**src/rtl/irq_vec_pkg.sv**
```systemverilog
package irq_vec_pkg;

    typedef enum logic [1:0] {
        KIND_TABLE   = 2'd0,
        KIND_RESTART = 2'd1,
        KIND_BUSOP   = 2'd2
    } ack_kind_e;

    typedef enum logic [1:0] {
        L0_BUSOP = 2'd0,
        L0_FIXED = 2'd1,
        L0_PAGED = 2'd2
    } l0_mode_e;

    typedef enum logic [1:0] {
        ST_IDLE  = 2'd0,
        ST_BUSRD = 2'd1,
        ST_ACK   = 2'd2
    } vec_state_e;

    localparam logic [1:0] REG_PAGE = 2'd0;
    localparam logic [1:0] REG_SEL  = 2'd1;
    localparam logic [1:0] REG_MODE = 2'd2;
    localparam logic [1:0] REG_TRAP = 2'd3;

endpackage

```
**src/rtl/irq_pend.sv**
```systemverilog
module irq_pend #(
    parameter int NSRC = 10,
    parameter int IW   = 4
) (
    input  logic            clk,
    input  logic            rst,
    input  logic [NSRC-1:0] req,
    input  logic [NSRC-1:0] en,
    input  logic            gie,
    input  logic            take,
    output logic            any_ok,
    output logic [IW-1:0]   win
);
    logic [NSRC-1:0] pend_q;
    logic [NSRC-1:0] elig;
    logic [NSRC-1:0] clr;

    assign elig   = pend_q & en & {NSRC{gie}};
    assign any_ok = |elig;

    // lowest index wins
    always_comb begin
        win = '0;
        for (int i = NSRC - 1; i >= 0; i--) begin
            if (elig[i]) win = IW'(i);
        end
    end

    for (genvar g = 0; g < NSRC; g++) begin : g_clr
        assign clr[g] = take && (win == IW'(g));
    end

    always_ff @(posedge clk) begin
        if (rst) pend_q <= '0;
        else     pend_q <= (pend_q & ~clr) | req;
    end
endmodule

```
**src/rtl/irq_cfg.sv**
```systemverilog
module irq_cfg
    import irq_vec_pkg::*;
#(
    parameter int IREG_W = 8,
    parameter int IL_W   = 3,
    parameter int DATA_W = 8
) (
    input  logic              clk,
    input  logic              rst,
    input  logic              wr_en,
    input  logic [1:0]        wr_sel,
    input  logic [DATA_W-1:0] wr_data,
    input  logic              trap_set,
    input  logic              trap_pos,
    output logic [IREG_W-1:0] page,
    output logic [IL_W-1:0]   tsel,
    output l0_mode_e          mode,
    output logic              trap_flag,
    output logic              ufo_flag
);
    always_ff @(posedge clk) begin
        if (rst) begin
            page <= '0;
            tsel <= '0;
            mode <= L0_BUSOP;
        end else if (wr_en) begin
            unique case (wr_sel)
                REG_PAGE: page <= wr_data[IREG_W-1:0];
                REG_SEL:  tsel <= wr_data[IL_W-1:0];
                REG_MODE: if (wr_data[1:0] != 2'd3) mode <= l0_mode_e'(wr_data[1:0]);
                default:  ;
            endcase
        end
    end

    always_ff @(posedge clk) begin
        if (rst) begin
            trap_flag <= 1'b0;
            ufo_flag  <= 1'b0;
        end else if (trap_set) begin
            trap_flag <= 1'b1;
            ufo_flag  <= trap_pos;
        end else if (wr_en && wr_sel == REG_TRAP && !wr_data[0]) begin
            trap_flag <= 1'b0;
        end
    end
endmodule

```
**src/rtl/irq_addr.sv**
```systemverilog
module irq_addr
    import irq_vec_pkg::*;
#(
    parameter int IREG_W = 8,
    parameter int IL_W   = 3,
    parameter int OFF_W  = 5,
    parameter int SRC_W  = 4,
    parameter int ADDR_W = 16
) (
    input  logic [SRC_W-1:0]  src,
    input  logic [IREG_W-1:0] page,
    input  logic [IL_W-1:0]   tsel,
    input  l0_mode_e          mode,
    output logic [ADDR_W-1:0] addr,
    output ack_kind_e         kind
);
    localparam logic [ADDR_W-1:0] FIXED_RESTART = ADDR_W'(16'h0038);

    logic [SRC_W-1:0] slot;
    logic [OFF_W-1:0] off;

    assign slot = src - SRC_W'(1);
    assign off  = OFF_W'({slot, 1'b0});

    always_comb begin
        addr = {page, tsel, off};
        kind = KIND_TABLE;
        if (src == '0) begin
            unique case (mode)
                L0_FIXED: begin addr = FIXED_RESTART; kind = KIND_RESTART; end
                L0_BUSOP: begin addr = '0;            kind = KIND_BUSOP;   end
                default:  begin addr = '0;            kind = KIND_TABLE;   end
            endcase
        end
    end
endmodule

```
**src/rtl/irq_vector_unit.sv**
```systemverilog
module irq_vector_unit
    import irq_vec_pkg::*;
#(
    parameter int NUM_VSRC = 9,
    parameter int IREG_W   = 8,
    parameter int IL_W     = 3,
    parameter int OFF_W    = 5,
    parameter int BUS_W    = 8
) (
    input  logic                              clk,
    input  logic                              rst,
    input  logic [NUM_VSRC:0]                 irq_in,
    input  logic [NUM_VSRC:0]                 irq_en,
    input  logic                              glob_ie,
    input  logic                              trap_req,
    input  logic                              trap_byte,
    input  logic [BUS_W-1:0]                  bus_data,
    input  logic                              reg_we,
    input  logic [1:0]                        reg_addr,
    input  logic [IREG_W-1:0]                 reg_wdata,
    output logic                              ack,
    output logic [$clog2(NUM_VSRC+2)-1:0]     ack_src,
    output logic [1:0]                        ack_kind,
    output logic [IREG_W+IL_W+OFF_W-1:0]      ack_addr,
    output logic                              trap_flag,
    output logic                              ufo_flag
);
    localparam int NSRC    = NUM_VSRC + 1;
    localparam int SRC_W   = $clog2(NUM_VSRC + 2);
    localparam int ADDR_W  = IREG_W + IL_W + OFF_W;
    localparam int TRAP_ID = NUM_VSRC + 1;

    vec_state_e st_q, st_d;

    logic              trap_pend_q, trap_pos_q;
    logic              take_trap, take_src;
    logic              any_ok;
    logic [SRC_W-1:0]  win;
    logic [IREG_W-1:0] page;
    logic [IL_W-1:0]   tsel;
    l0_mode_e          mode;
    logic [ADDR_W-1:0] gen_addr;
    ack_kind_e         gen_kind;

    logic [SRC_W-1:0]  src_q;
    ack_kind_e         kind_q;
    logic [ADDR_W-1:0] addr_q;

    irq_pend #(.NSRC(NSRC), .IW(SRC_W)) u_pend (
        .clk(clk), .rst(rst), .req(irq_in), .en(irq_en), .gie(glob_ie),
        .take(take_src), .any_ok(any_ok), .win(win)
    );

    irq_cfg #(.IREG_W(IREG_W), .IL_W(IL_W), .DATA_W(IREG_W)) u_cfg (
        .clk(clk), .rst(rst), .wr_en(reg_we), .wr_sel(reg_addr),
        .wr_data(reg_wdata), .trap_set(take_trap), .trap_pos(trap_pos_q),
        .page(page), .tsel(tsel), .mode(mode),
        .trap_flag(trap_flag), .ufo_flag(ufo_flag)
    );

    irq_addr #(.IREG_W(IREG_W), .IL_W(IL_W), .OFF_W(OFF_W),
               .SRC_W(SRC_W), .ADDR_W(ADDR_W)) u_addr (
        .src(win), .page(page), .tsel(tsel), .mode(mode),
        .addr(gen_addr), .kind(gen_kind)
    );

    // trap strobe is latched until served
    always_ff @(posedge clk) begin
        if (rst) begin
            trap_pend_q <= 1'b0;
            trap_pos_q  <= 1'b0;
        end else begin
            trap_pend_q <= (trap_pend_q & ~take_trap) | trap_req;
            if (trap_req) trap_pos_q <= trap_byte;
        end
    end

    // state register
    always_ff @(posedge clk) begin
        if (rst) st_q <= ST_IDLE;
        else     st_q <= st_d;
    end

    // next state and acceptance
    always_comb begin
        st_d      = st_q;
        take_trap = 1'b0;
        take_src  = 1'b0;
        unique case (st_q)
            ST_IDLE: begin
                if (trap_pend_q) begin
                    take_trap = 1'b1;
                    st_d      = ST_ACK;
                end else if (any_ok) begin
                    take_src = 1'b1;
                    st_d     = (win == '0 && mode == L0_PAGED) ? ST_BUSRD : ST_ACK;
                end
            end
            ST_BUSRD: st_d = ST_ACK;
            ST_ACK:   st_d = ST_IDLE;
            default:  st_d = ST_IDLE;
        endcase
    end

    // selection capture
    always_ff @(posedge clk) begin
        if (rst) begin
            src_q  <= '0;
            kind_q <= KIND_TABLE;
            addr_q <= '0;
        end else if (take_trap) begin
            src_q  <= SRC_W'(TRAP_ID);
            kind_q <= KIND_RESTART;
            addr_q <= '0;
        end else if (take_src) begin
            src_q  <= win;
            kind_q <= gen_kind;
            addr_q <= gen_addr;
        end else if (st_q == ST_BUSRD) begin
            addr_q <= ADDR_W'({page, bus_data});
        end
    end

    // outputs
    always_comb begin
        ack      = (st_q == ST_ACK);
        ack_src  = ack ? src_q  : '0;
        ack_kind = ack ? kind_q : 2'd0;
        ack_addr = ack ? addr_q : '0;
    end
endmodule

```
**config.mk**
```make
export PLATFORM = sky130hd
export DESIGN_NAME = irq_vector_unit
export DESIGN_NICKNAME = d
export VERILOG_FILES = /design/src/rtl/irq_vec_pkg.sv /design/src/rtl/irq_pend.sv /design/src/rtl/irq_cfg.sv /design/src/rtl/irq_addr.sv /design/src/rtl/irq_vector_unit.sv
export SDC_FILE = /design/constraint.sdc
export NUM_CORES = 1
export LEC_CHECK = 0
export BUFFER_PORTS_ARGS = -buffer_cell sky130_fd_sc_hd__buf_2
export CORE_MARGIN = 3
export CORE_UTILIZATION = 51
export DETAILED_ROUTE_END_ITERATION = 10
export PLACE_DENSITY = 0.89
export SYNTH_ARGS = -nofsm -noshare
export SYNTH_HDL_FRONTEND = slang
export SYNTH_HIERARCHICAL = 1
export SYNTH_SLANG_ARGS = --single-unit
```
**constraint.sdc**
```tcl
create_clock -name clk -period 5.7 [get_ports clk]
set_input_delay 0.57 -clock clk [delete_from_list [all_inputs] [get_ports clk]]
set_output_delay 0.57 -clock clk [all_outputs]
set_load 0.02 [all_outputs]
```
==> qor.csv <==
metric;value;unit
Final Hold Fails;0;
Worst Max-Slew Pin Slew;1.18;ns
TritonCTS clock tree;built;
ANT nets after route;0;
FILL cells;401;
fmax;0.320;GHz
Finished Layout Cells;444;
Die X;78.6;um
overall routing resource usage;0.207;
Min Clock Period, post-route;3.12;ns
antenna violations before repair;0;
root buf cell;clkbuf_8;
CTS resizes;0;
RSZ-0062 raised after global routing;false;
H-Tree Depth;2;
first-pass GRT wire length;10.5;mm
total wire length;6.27;mm
ANT cells;0;
Post-synth EDFFs;0;
xor and xnor area share after synthesis;0;
Core Region;4910;um2
layout cells sized above 1;0.289;
Area Overhead vs Synth;17.2;%
routed len/inst;14.1;um
TritonCTS Buffers;5;
Mean Syn Cell Area;8.45;um2
setup ws final;2.58;ns
Setup crit end kind;register;
Fin Hold WS;0.466;ns
Setup CP Type;in -> reg;
GR Layer Usage met1;0.264;
PD cells;262;nW/um2
DRC;0;
Starting Density;0.547;
register area share after synthesis;0.380;
Setup Fix Bufs, Post-CTS;0;
Worst EP required;5.90;ns
Initial DRC Count;230;
Setup WS pre-CTS;2.32;ns
maximum vdd drop;0.146;mV
crit path DAT;3.32;ns
GRT met2 Usage;0.344;
GR Overflow Total;0;
Die Y-Extent;78.6;um
Final nets;420;
final non-filler cell area;3150;um2
largest cells by area after synthesis;dfxtp_1 (38%), a311oi_2 (8.9%), nand2_1 (7.5%);
FF+latch count, synth;51;
Leak;1.34;nW
synth warn;6;
gpl congestion;0.854;
Die ar.;6170;um2
vias per inst;5.51;
mux share of post-synthesis cell area;0.0484;
vias in the first global route;2326;
GR met3 Demand/Resource;0.0367;
Bufs on Longest Clock Path;2;
Post-Synth Adder-Cell Area;0;
largest net degree at the start of global routing;36;
Syn Inst Count;318;
simple-gate share of the synthesized area;0.320;
startpoint class of the critical path;primary input;
Synth top area share;0.380;
Tcrit/Tclk final;0.548;
HP Class;reg -> reg;
Max-Slew Margin vs Limit;0.210;
asr flop ratio synth;0;
Synthesized Nets;362;
CP Max Fanout;25;
row count;25;
final setup TNS;0;ns
skew final;0.0111;ns
ys flop type;dfxtp_1;
HPWL Detailed;4.69;mm
routed via count;2447;
grt peak-use layer;met2;
Slew Viols, Final;0;
largest family of logic cells by synthesized area;simple AND/OR/NAND/NOR gates;
Synth Area in Compound Gates;0.203;
largest area contributor in the netlist;dfxtp_1;
Hold Buf Count CTS;0;
Clock transition at path regs;0.09;ns
Inst Count DP;436;
Ports;69;
placed cell areas;3030;um2
Synth cell types;48;
Sequential Area;1020;um2
Worst-Skew Late Latency;0.30;ns
Synth Cell Area;2690;um2
CTS sink cnt;51;
DRT Pass-1 Iters;4;
final setup vio count;0;
status;finished, final reports clean;
port buffer count;68;
number of max-cap violations;0;
area of the multi-input gates;1550;um2
-- cell families (layout without fill, tap and decap cells) --
group                  after synthesis  count (layout)
AO/OA/AOI/OAI                       55              55
buffers and inverters               24              83
flip-flops                          51              51
multiplexers                        13              13
other                                1               1
AND/OR/NAND/NOR                    174             174
-- Yosys cell counts (all sizes together) (2+ instances only) --
cell type / count
nand2: 57
dfxtp: 51
nor2: 50
and2: 22
a311oi: 18
mux2i: 13
nor2b: 12
buf: 10
a211oi: 9
a21oi: 9
nor3: 9
clkbuf: 8
inv: 6
o21ai: 6
nand2b: 4
nand3b: 4
a21o: 3
or4b: 3
a22oi: 2
a32o: 2
and2b: 2
and3: 2
nand3: 2
nor4: 2
o22ai: 2
-- final cells by class --
type / count / area share
Multi-Input combinational cell: 243 / 0.492
Timing Repair Buffer: 69 / 0.110
Sequential cell: 51 / 0.324
Clock buffer: 6 / 0.0262
Clock inverter: 2 / 0.0123
Tap cell: 67 / 0.0266
Inverter: 6 / 0.00795
-- worst max-delay path, stage by stage --
cell      delay [ns]
buf_2           0.11
a22oi_1         0.33
nor2b_4         0.24
nand4_1         0.12
o21a_1          0.23
or4b_1          0.70
inv_2           0.36
nand3_1         0.32
nor3_1          0.08
a211oi_1        0.26
-- routing by layer --
layer  vias up  wire, um
li1       1217         -
met1      1131      2760
met2        85      3030
met3        14       359
met4         0       123
met5         -         0
-- flip-flops by register name (all words and copies together), names as in the netlist --
name,flops
addr_q,16
u_pend/pend_q,10
u_cfg/page,8
src_q,4
u_cfg/tsel,3
kind_q,2
st_q,2
u_cfg/mode,2
trap_pend_q,1
trap_pos_q,1
u_cfg/trap_flag,1
u_cfg/ufo_flag,1
-- cells in the final DEF (no fill, tap or decap), types with 5 or more instances in the layout --
cell / instances
a21oi_1: 7
nor2_1: 50
o21ai_0: 6
and2_1: 22
nor3_1: 9
buf_2: 68
a311oi_2: 16
a211oi_1: 5
nand2_1: 54
clkbuf_8: 6
mux2i_1: 13
nor2b_1: 11
dfxtp_1: 51
-- worst paths after layout --
check,startpoint,end,slack [ns],cells past startpoint
worst max-delay path,irq_en[5],u_pend/pend_q[8],2.58,10
worst min-delay path,kind_q[1],kind_q[1],0.47,2
worst max register to register,u_pend/pend_q[5],u_pend/pend_q[8],2.60,9
worst min register to register,kind_q[1],kind_q[1],0.47,2
-- where the power goes --
group	total [mW]	switching, mW	internal, mW
clock	0.262	0.118	0.144
sequential	0.395	0.0152	0.380
combinational	0.168	0.105	0.0629
-- per-stage QoR --
stage	util	total power, mW
6_report	0.641	0.825
5_1_grt	0.641	0.866
4_1_cts	0.641	0.829
3_5_place_dp	0.616	0.570
3_3_place_gp	0.616	0.563
2_1_floorplan	-	0.526
No activity file was read; power rests on OpenSTA's default activity.
